$ cat src/rtl/cop_seq_pkg.sv
package cop_seq_pkg;
  localparam int PRIM_W = 3;

  localparam logic [PRIM_W-1:0] PR_AGAIN    = 3'b000;
  localparam logic [PRIM_W-1:0] PR_REL_PART = 3'b001;
  localparam logic [PRIM_W-1:0] PR_REL_FULL = 3'b010;
  localparam logic [PRIM_W-1:0] PR_EVAL_EA  = 3'b011;
  localparam logic [PRIM_W-1:0] PR_MOVE_OP  = 3'b100;

  localparam logic SEL_CMD  = 1'b0;
  localparam logic SEL_RESP = 1'b1;
  localparam logic KIND_EA  = 1'b0;
  localparam logic KIND_OP  = 1'b1;

  typedef enum logic [1:0] {ACT_AGAIN, ACT_FINISH, ACT_SERVICE, ACT_ERROR} act_e;
  typedef enum logic [2:0] {ST_IDLE, ST_CMD, ST_READ, ST_GAP, ST_SVC} st_e;
endpackage

$ cat src/rtl/cop_prim_decode.sv
module cop_prim_decode
  import cop_seq_pkg::*;
#(
  parameter int RESP_W = 8
) (
  input  logic [RESP_W-1:0] resp_i,
  input  logic              trace_i,
  output act_e              act_o,
  output logic              kind_o
);
  localparam int HI_W = RESP_W - PRIM_W;

  logic [HI_W-1:0]   hi_bits;
  logic [PRIM_W-1:0] code;

  assign hi_bits = resp_i[RESP_W-1:PRIM_W];
  assign code    = resp_i[PRIM_W-1:0];

  always_comb begin
    act_o  = ACT_ERROR;
    kind_o = KIND_EA;
    if (hi_bits == '0) begin
      case (code)
        PR_AGAIN:    act_o = ACT_AGAIN;
        PR_REL_PART: act_o = trace_i ? ACT_AGAIN : ACT_FINISH;
        PR_REL_FULL: act_o = ACT_FINISH;
        PR_EVAL_EA:  begin act_o = ACT_SERVICE; kind_o = KIND_EA; end
        PR_MOVE_OP:  begin act_o = ACT_SERVICE; kind_o = KIND_OP; end
        default:     act_o = ACT_ERROR;
      endcase
    end
  end
endmodule

$ cat src/rtl/cop_retry_ctr.sv
module cop_retry_ctr #(
  parameter int W = 8
) (
  input  logic         clk,
  input  logic         rst,
  input  logic         clr_i,
  input  logic         inc_i,
  input  logic [W-1:0] limit_i,
  output logic         at_limit_o
);
  logic [W-1:0] cnt;

  always_ff @(posedge clk) begin
    if (rst || clr_i) cnt <= '0;
    else if (inc_i)   cnt <= cnt + 1'b1;
  end

  assign at_limit_o = (cnt == limit_i);
endmodule

$ cat src/rtl/cop_handshake_seq.sv
module cop_handshake_seq
  import cop_seq_pkg::*;
#(
  parameter int CMD_W   = 16,
  parameter int RESP_W  = 8,
  parameter int RETRY_W = 8
) (
  input  logic               clk,
  input  logic               rst,
  input  logic               start_i,
  input  logic [CMD_W-1:0]   cmd_word_i,
  input  logic               trace_pend_i,
  input  logic [RETRY_W-1:0] retry_limit_i,
  output logic               bus_valid_o,
  output logic               bus_write_o,
  output logic               bus_sel_o,
  output logic [CMD_W-1:0]   bus_wdata_o,
  input  logic               bus_ready_i,
  input  logic [RESP_W-1:0]  bus_rdata_i,
  output logic               svc_req_o,
  output logic               svc_kind_o,
  input  logic               svc_ack_i,
  output logic               done_o,
  output logic               busy_o,
  output logic               err_proto_o,
  output logic               err_timeout_o
);
  st_e  state;
  logic trace_q;
  act_e act;
  logic kind;
  logic at_limit;
  logic rd_done;
  logic cnt_clr;
  logic cnt_inc;

  cop_prim_decode #(.RESP_W(RESP_W)) u_dec (
    .resp_i (bus_rdata_i),
    .trace_i(trace_q),
    .act_o  (act),
    .kind_o (kind)
  );

  assign rd_done = (state == ST_READ) && bus_ready_i;
  assign cnt_clr = ((state == ST_IDLE) && start_i) || (rd_done && act == ACT_SERVICE);
  assign cnt_inc = rd_done && (act == ACT_AGAIN) && !at_limit;

  cop_retry_ctr #(.W(RETRY_W)) u_retry (
    .clk       (clk),
    .rst       (rst),
    .clr_i     (cnt_clr),
    .inc_i     (cnt_inc),
    .limit_i   (retry_limit_i),
    .at_limit_o(at_limit)
  );

  assign busy_o = (state != ST_IDLE);

  always_ff @(posedge clk) begin
    if (rst) begin
      state         <= ST_IDLE;
      trace_q       <= 1'b0;
      bus_valid_o   <= 1'b0;
      bus_write_o   <= 1'b0;
      bus_sel_o     <= SEL_CMD;
      bus_wdata_o   <= '0;
      svc_req_o     <= 1'b0;
      svc_kind_o    <= KIND_EA;
      done_o        <= 1'b0;
      err_proto_o   <= 1'b0;
      err_timeout_o <= 1'b0;
    end else begin
      done_o <= 1'b0;
      case (state)
        ST_IDLE: begin
          if (start_i) begin
            trace_q       <= trace_pend_i;
            err_proto_o   <= 1'b0;
            err_timeout_o <= 1'b0;
            bus_valid_o   <= 1'b1;
            bus_write_o   <= 1'b1;
            bus_sel_o     <= SEL_CMD;
            bus_wdata_o   <= cmd_word_i;
            state         <= ST_CMD;
          end
        end
        ST_CMD: begin
          if (bus_ready_i) begin
            bus_write_o <= 1'b0;
            bus_sel_o   <= SEL_RESP;
            state       <= ST_READ;
          end
        end
        ST_READ: begin
          if (bus_ready_i) begin
            bus_valid_o <= 1'b0;
            case (act)
              ACT_AGAIN: begin
                if (at_limit) begin
                  err_timeout_o <= 1'b1;
                  state         <= ST_IDLE;
                end else begin
                  state <= ST_GAP;
                end
              end
              ACT_FINISH: begin
                done_o <= 1'b1;
                state  <= ST_IDLE;
              end
              ACT_SERVICE: begin
                svc_req_o  <= 1'b1;
                svc_kind_o <= kind;
                state      <= ST_SVC;
              end
              default: begin
                err_proto_o <= 1'b1;
                state       <= ST_IDLE;
              end
            endcase
          end
        end
        ST_GAP: begin
          bus_valid_o <= 1'b1;
          state       <= ST_READ;
        end
        ST_SVC: begin
          if (svc_ack_i) begin
            svc_req_o   <= 1'b0;
            bus_valid_o <= 1'b1;
            state       <= ST_READ;
          end
        end
        default: state <= ST_IDLE;
      endcase
    end
  end
endmodule

$ cat config.mk
export PLATFORM = sky130hd
export DESIGN_NAME = cop_handshake_seq
export DESIGN_NICKNAME = d
export VERILOG_FILES = /design/src/rtl/cop_seq_pkg.sv /design/src/rtl/cop_prim_decode.sv /design/src/rtl/cop_retry_ctr.sv /design/src/rtl/cop_handshake_seq.sv
export SDC_FILE = /design/constraint.sdc
export NUM_CORES = 1
export LEC_CHECK = 0
export ABC_AREA = 0
export BUFFER_PORTS_ARGS = -buffer_cell sky130_fd_sc_hd__buf_2
export CAP_MARGIN = 20
export CORE_UTILIZATION = 45
export CTS_BUF_LIST = sky130_fd_sc_hd__clkbuf_4
export DETAILED_ROUTE_END_ITERATION = 16
export PLACE_DENSITY = 0.82
export SYNTH_ARGS = -nofsm -noshare
export SYNTH_HDL_FRONTEND = slang
export SYNTH_SLANG_ARGS = --single-unit
export TNS_END_PERCENT = 5
$ cat constraint.sdc
create_clock -name clk -period 2.4 [get_ports clk]
set_input_delay 0.12 -clock clk [delete_from_list [all_inputs] [get_ports clk]]
set_output_delay 0.12 -clock clk [all_outputs]
set_load 0.1 [all_outputs]
==> results.sh, run 1 <==
export IMPL_run_status="finished clean"
export IMPL_yosys_most_used_dff="dfxtp_1"
export IMPL_grt_start_max_net_pins=31
export IMPL_ff_latch_area_um2=721
export IMPL_synth_area_leaders="dfxtp_1 43%, nand2_1 10%, a21oi_1 8.1%"
export IMPL_globalplace_congestion=0.835
export IMPL_r2r_start="state[1]"
export IMPL_detail_route_wl_per_cell_um=12.1
export IMPL_critPathCapture="u_retry.cnt[6]"
export IMPL_fill_cells=337
export IMPL_reg2reg_slack_ns=0.40
export IMPL_asyncSetResetFlopFracSynth_pct=0
export IMPL_post_synth_top_area_cell="dfxtp_1"
export IMPL_setup_tns_final_ns=0
export IMPL_report_final_slew_viol_count=0
export IMPL_path_clk_slew_ns=0.10
export IMPL_ff2ff_path_depth=5
export IMPL_synth_cells=202
export IMPL_critical_path_n_buffers_inverters=0
export IMPL_switching_share_pct=38.1
export IMPL_post_route_period_util_pct=83.4
export IMPL_buffer_ports_inserted=62
export IMPL_antenna_found_initial=0
export IMPL_avgViaCountPerCell=5.25
export IMPL_nNetsFinal=308
export IMPL_netlist_area_mm2=0.00167
export IMPL_final_setup_viol_count=0
export IMPL_clockRootBuffer="clkbuf_4"
export IMPL_grt_setup_unrepaired="no"
export IMPL_grt_pass1_wl_um=6440
export IMPL_dpl_hpwl_um=2770
export IMPL_worst_hold_path_type="in2reg"
export IMPL_critical_path_startpoint_type="flip-flop"
export IMPL_worst_path_max_delay_cell="dfxtp_1"
export IMPL_max_cap_viol_count=0
export IMPL_share_seq_of_total_power_pct=49.1
export IMPL_synth_top_cell_area_share_pct=43.3
export IMPL_design_area_mm2=0.00210
export IMPL_synth_yosys_seq_area_share_pct=43.3
export IMPL_placedInstanceArea_mm2=0.00200
export IMPL_clock_tree_from_tritoncts="built"
export IMPL_max_clock_path_buffers=2
export IMPL_final_hold_violation_count=0
export IMPL_timing_critical_path_max_delay_family="simple AND/OR/NAND/NOR gates"
export IMPL_synth_cell_type_count=40
export IMPL_total_via_count_in_the_routed_design=1653
export IMPL_drive_above_1_share_pct=27.9
export IMPL_postRouteAntennaNets=0
export IMPL_critPathRequiredTime_ns=2.66
export IMPL_yosysMostFrequentCell="nand2_1"
export IMPL_clock_power_share_pct=21.9
export IMPL_area_growth_syn_to_layout_pct=25.9
export IMPL_worst_slew_margin_rel_pct=59.2
export IMPL_number_of_synthesized_register_bits=36
export IMPL_multiInputGateArea_um2=887
export IMPL_antenna_diode_count=0
export IMPL_intPower_mw=0.815
export IMPL_arrival_ns=2.27
export IMPL_most_frequent_cells_after_synthesis="45 x nand2_1, 36 x dfxtp_1, 27 x a21oi_1"
export IMPL_floorplan_rows=21
export IMPL_min_clock_period_post_route_ns=2.00
export IMPL_power_switching_mw=0.502
export IMPL_fin_skew_ns=0.00714
export IMPL_insertion_delay_ns=0.33
export IMPL_report_power_total_mw=1.32
export IMPL_detailed_router_s_first_iteration_violation_count=49
export IMPL_synth_edff_count=0
export IMPL_total_leakage_power_nw=0.905
export IMPL_syn_num_nets=241
export IMPL_dieArea_mm2=0.00395
export IMPL_die_w_um=62.8
export IMPL_power_density_mw_per_mm2=628
export IMPL_drc_errors=0
export IMPL_die_height_um=62.8
export IMPL_yosys_warnings=0
export IMPL_grt_pass1_vias=1565
export IMPL_peakVddDrop_mv=0.427
export IMPL_fmaxAchievable_ghz=0.499
export IMPL_crit_reg2reg_capture="u_retry.cnt[6]"
export IMPL_crit_type="reg2reg"
export IMPL_groute_usage_overall_pct=20.6
export IMPL_syn_area_per_cell_um2=8.24
export IMPL_cts_buffers=5
export IMPL_path_max_fanout=10
export IMPL_grt_overflow_total=0
export IMPL_worst_setup_path_startpoint="state[1]"
export IMPL_floorplan_initialDensity_pct=48.4
export IMPL_capturing_element_type_of_the_critical_path="flip-flop"
export IMPL_cts_htree_levels=2
export IMPL_worstPathCellList="and4bb_2 > nand3_4 > or3_1 > or4_1 > a21oi_1"
export IMPL_crit_cells=5
export IMPL_tightest_slew_ns=0.611
export IMPL_core_region_area_mm2=0.00344
export IMPL_pwr_share_comb_pct=29.0
export IMPL_io_pin_count=63
export IMPL_tritoncts_num_sinks=36
export IMPL_drt_wl_total_um=3830
export IMPL_number_of_iterations_in_the_first_detailed_routing_pass=4
export IMPL_cpPeakStageDelay_ns=0.49
power groups by stage:
stage,Sequential (mW),Combinational [mW],Clock [mW]
6_report,0.647,0.381,0.288
5_1_grt,0.652,0.403,0.327
4_1_cts,0.647,0.380,0.302
3_5_place_dp,0.660,0.375,0
3_3_place_gp,0.659,0.372,0
2_1_floorplan,0.833,0.121,0
through the flow:
stage          instances  util (%)  worst slack (ns)  hold WS (ns)
3_3_place_gp         303      58.2             0.497         0.360
3_5_place_dp         303      58.2             0.445         0.366
4_1_cts              313      60.3             0.402      0.000149
6_report             315      60.9             0.397        0.0135
2_1_floorplan        202         -             0.550         0.195
5_1_grt              315      60.9             0.314       0.00296
sequential cells by signal, summed over array words and instances, names as in the netlist:
name and flops:
bus_sel_o 1, bus_valid_o 1, bus_wdata_o 16, bus_write_o 1
done_o 1, err_proto_o 1, err_timeout_o 1, state 3
svc_kind_o 1, svc_req_o 1, trace_q 1, u_retry.cnt 8
layout make-up:
| type | count | share of cell area (%) |
|---|---|---|
| clock buffers | 5 | 1.79 |
| clock inverters | 2 | 0.358 |
| inverters | 1 | 0.179 |
| multi-input cells | 155 | 42.3 |
| flip-flops and latches | 36 | 34.4 |
| well taps | 46 | 2.74 |
| repair buffers | 70 | 18.3 |
repair_timing:
action / in CTS / in global routing
endpoints found under the hold margin: 3 / 2
buffers inserted: 0 / 0
resized for setup: 0 / 0
hold buffers: 3 / 2
kinds of logic (layout without fill, tap and decap cells):
logic type | Yosys count | after routing | share of synthesized area [%]
fa+ha+maj | 1 | 1 | 0.751
xor+xnor | 12 | 12 | 6.31
mux | 3 | 3 | 1.88
flops | 36 | 36 | 43.3
buf+inv | 11 | 78 | 3.46
compound gates | 45 | 45 | 16.0
simple gates | 94 | 94 | 28.3
routing by layer:
| metal | global-route usage, % | part of all wire [%] | up-vias |
|---|---|---|---|
| li1 | - | - | 839 |
| met1 | 23.2 | 46 | 755 |
| met2 | 35.6 | 46 | 52 |
| met3 | 5.29 | 6.0 | 7 |
| met4 | 10.8 | 1.9 | 0 |
| met5 | 0 | 0 | - |
worst min-delay path by stage:
stage | start | depth (start not counted) | endpoint
floorplan | bus_rdata_i[2] | 1 | done_o
global placement | cmd_word_i[9] | 3 | bus_wdata_o[9]
detailed placement | cmd_word_i[2] | 3 | bus_wdata_o[2]
CTS | cmd_word_i[0] | 3 | bus_wdata_o[0]
global route | cmd_word_i[14] | 3 | bus_wdata_o[14]
finish | cmd_word_i[4] | 3 | bus_wdata_o[4]
worst reg2reg max path, stage by stage (launching register included):
cell	delay, ns
dfxtp_1	0.49
and4bb_2	0.35
nand3_4	0.14
or3_1	0.41
or4_1	0.40
a21oi_1	0.14
layout by cell type, fill, tap and decap left out, types with 4 or more instances in the layout:
cell / Yosys / routed
xnor2_1: 4 / 4
nand3_1: 4 / 4
dlygate4sd3_1: 0 / 5
a21oi_1: 27 / 27
dfxtp_1: 36 / 36
nor2_1: 14 / 14
buf_2: 1 / 62
o31ai_1: 5 / 5
xor2_1: 8 / 8
clkbuf_4: 0 / 5
nand2b_1: 4 / 4
nand2_1: 45 / 45
Note: power is estimated with default switching activity, not from simulation.
==> run 2, diff against run 1 <==
==> constraint.sdc (replaced) <==
create_clock -name clk -period 1.9 [get_ports clk]
set_input_delay 0.095 -clock clk [delete_from_list [all_inputs] [get_ports clk]]
set_output_delay 0.095 -clock clk [all_outputs]
set_load 0.1 [all_outputs]
==> run 2 against run 1 <==
Effect of this change: sequential cell count unchanged; critical endpoint unchanged; register-to-register slack worse by 0.28 ns; core utilization up 5.3 points; first-iteration DRC count up 27%; design area up 8.8%.
==> results.sh, run 2 (synthesis gave the netlist of run 1 again) <==
export IMPL_groute_usage_overall_pct=23.3
export IMPL_worst_setup_path_startpoint="state[2]"
export IMPL_peakVddDrop_mv=0.614
export IMPL_layout_cells_most_common_list="62 x buf_2, 45 x nand2_1, 36 x dfxtp_1, 26 x a21oi_1, 18 x dlygate4sd3_1"
export IMPL_met2_global_route_usage_pct=40.9
export IMPL_total_leakage_power_nw=0.989
export IMPL_r2r_start="state[2]"
export IMPL_timing_critical_path_max_delay_family="simple AND/OR/NAND/NOR gates"
export IMPL_total_via_count_in_the_routed_design=1712
export IMPL_met1_usage_pct=25.9
export IMPL_insertion_delay_ns=0.35
export IMPL_report_final_slew_viol_count=0
export IMPL_detail_route_wl_per_cell_um=13.1
export IMPL_path_clk_slew_ns=0.11
export IMPL_critical_path_n_buffers_inverters=0
export IMPL_use_met3_pct=5.47
export IMPL_fin_skew_ns=0.00839
export IMPL_floorplan_rows=21
export IMPL_largest_reg_flops=16
export IMPL_globalplace_congestion=0.881
export IMPL_path_max_fanout=10
export IMPL_cts_buffers=5
export IMPL_max_cap_viol_count=0
export IMPL_worst_hold_path_type="in2reg"
export IMPL_post_route_period_util_pct=94.0
export IMPL_antenna_diode_count=0
export IMPL_detailed_router_s_first_iteration_violation_count=62
export IMPL_worst_path_max_delay_cell="or4_1"
export IMPL_max_clock_path_buffers=2
export IMPL_worst_slew_margin_rel_pct=60.1
export IMPL_floorplan_initialDensity_pct=48.4
export IMPL_critical_path_startpoint_type="flip-flop"
export IMPL_die_height_um=62.8
export IMPL_top_register="bus_wdata_o"
export IMPL_tritoncts_num_sinks=36
export IMPL_placedInstanceArea_mm2=0.00203
export IMPL_grt_pass1_vias=1623
export IMPL_clock_tree_from_tritoncts="built"
export IMPL_tightest_slew_ns=0.599
export IMPL_capturing_element_type_of_the_critical_path="flip-flop"
export IMPL_finalCoreUtilization_pct=66.3
export IMPL_crit_type="reg2reg"
export IMPL_avgViaCountPerCell=5.14
export IMPL_power_density_mw_per_mm2=754
export IMPL_run_status="finished clean"
export IMPL_mostFrequentLayoutCell="buf_2"
export IMPL_design_area_mm2=0.00228
export IMPL_grt_setup_unrepaired="no"
export IMPL_grt_overflow_total=0
export IMPL_worstPathCellList="and4bb_2 > nand3_4 > or3_4 > or4_1 > a21oi_2"
export IMPL_buffer_ports_inserted=62
export IMPL_grt_start_max_net_pins=31
export IMPL_cts_htree_levels=2
export IMPL_dpl_hpwl_um=2680
export IMPL_drt_wl_total_um=4350
export IMPL_drive_above_1_share_pct=29.3
export IMPL_final_setup_viol_count=0
export IMPL_antenna_found_initial=0
export IMPL_arrival_ns=2.07
export IMPL_nNetsFinal=326
export IMPL_drc_errors=0
export IMPL_die_w_um=62.8
export IMPL_grt_pass1_wl_um=7170
export IMPL_number_of_iterations_in_the_first_detailed_routing_pass=5
export IMPL_min_clock_period_post_route_ns=1.79
export IMPL_core_region_area_mm2=0.00344
export IMPL_cpPeakStageDelay_ns=0.42
export IMPL_area_growth_syn_to_layout_pct=37.0
export IMPL_report_power_total_mw=1.72
export IMPL_io_pin_count=63
export IMPL_clockRootBuffer="clkbuf_4"
export IMPL_worst_hold_slack_ns=0.0432
export IMPL_largest_regs="bus_wdata_o (16), u_retry.cnt (8), state (3)"
export IMPL_dieArea_mm2=0.00395
export IMPL_critPathRequiredTime_ns=2.19
export IMPL_hp_start="svc_ack_i"
export IMPL_fill_cells=296
export IMPL_postRouteAntennaNets=0
export IMPL_setup_tns_final_ns=0
export IMPL_final_hold_violation_count=0
export IMPL_fmaxAchievable_ghz=0.560
export IMPL_top_usage_layer="met2"
## run 2: where the power goes
part | switching (mW) | internal, mW | total [mW]
sequential | 0.0181 | 0.791 | 0.809
combinational | 0.390 | 0.132 | 0.522
clock | 0.254 | 0.135 | 0.388
## run 2: through the flow
| step | cells | setup WS [ns] |
|---|---|---|
| finish | 333 | 0.113 |
| global route | 333 | 0.0181 |
| CTS | 332 | 0.0624 |
| detailed placement | 307 | 0.0180 |
| global placement | 307 | 0.0844 |
| floorplan | 202 | 0.0501 |
## run 2: layout make-up
type	instances	area, um2	area share [%]
clock buffer	5	37.5	1.65
clock inverter	2	12.5	0.549
inverter	1	3.75	0.165
multi-input combinational	155	898	39.4
sequential	36	721	31.6
tap	46	57.6	2.52
timing repair buffer	88	551	24.1
## run 2: final timing paths
kind / endpoint / slack (ns) / cells past startpoint
max reg2reg: u_retry.cnt[6] / 0.11 / 5
min reg2reg: trace_q / 0.46 / 2
max: u_retry.cnt[6] / 0.11 / 5
min: state[2] / 0.04 / 3
## run 2: what timing repair did
item | in CTS | in global routing
endpoints found under the hold margin | 18 | 0
endpoints found under the setup margin | 0 | 3
hold buffers | 18 | 0
buffers inserted | 0 | 1
gates resized for setup | 0 | 4
## run 2: routing by layer
metal / vias to the layer above / part of all wire, %
li1: 874 / -
met1: 760 / 44
met2: 66 / 47
met3: 12 / 6.5
met4: 0 / 2.6
met5: - / 0
## run 2: worst register-to-register path, stage by stage (launching register included)
cell      delay [ns]
dfxtp_1         0.32
and4bb_2        0.35
nand3_4         0.13
or3_4           0.36
or4_1           0.42
a21oi_2         0.14
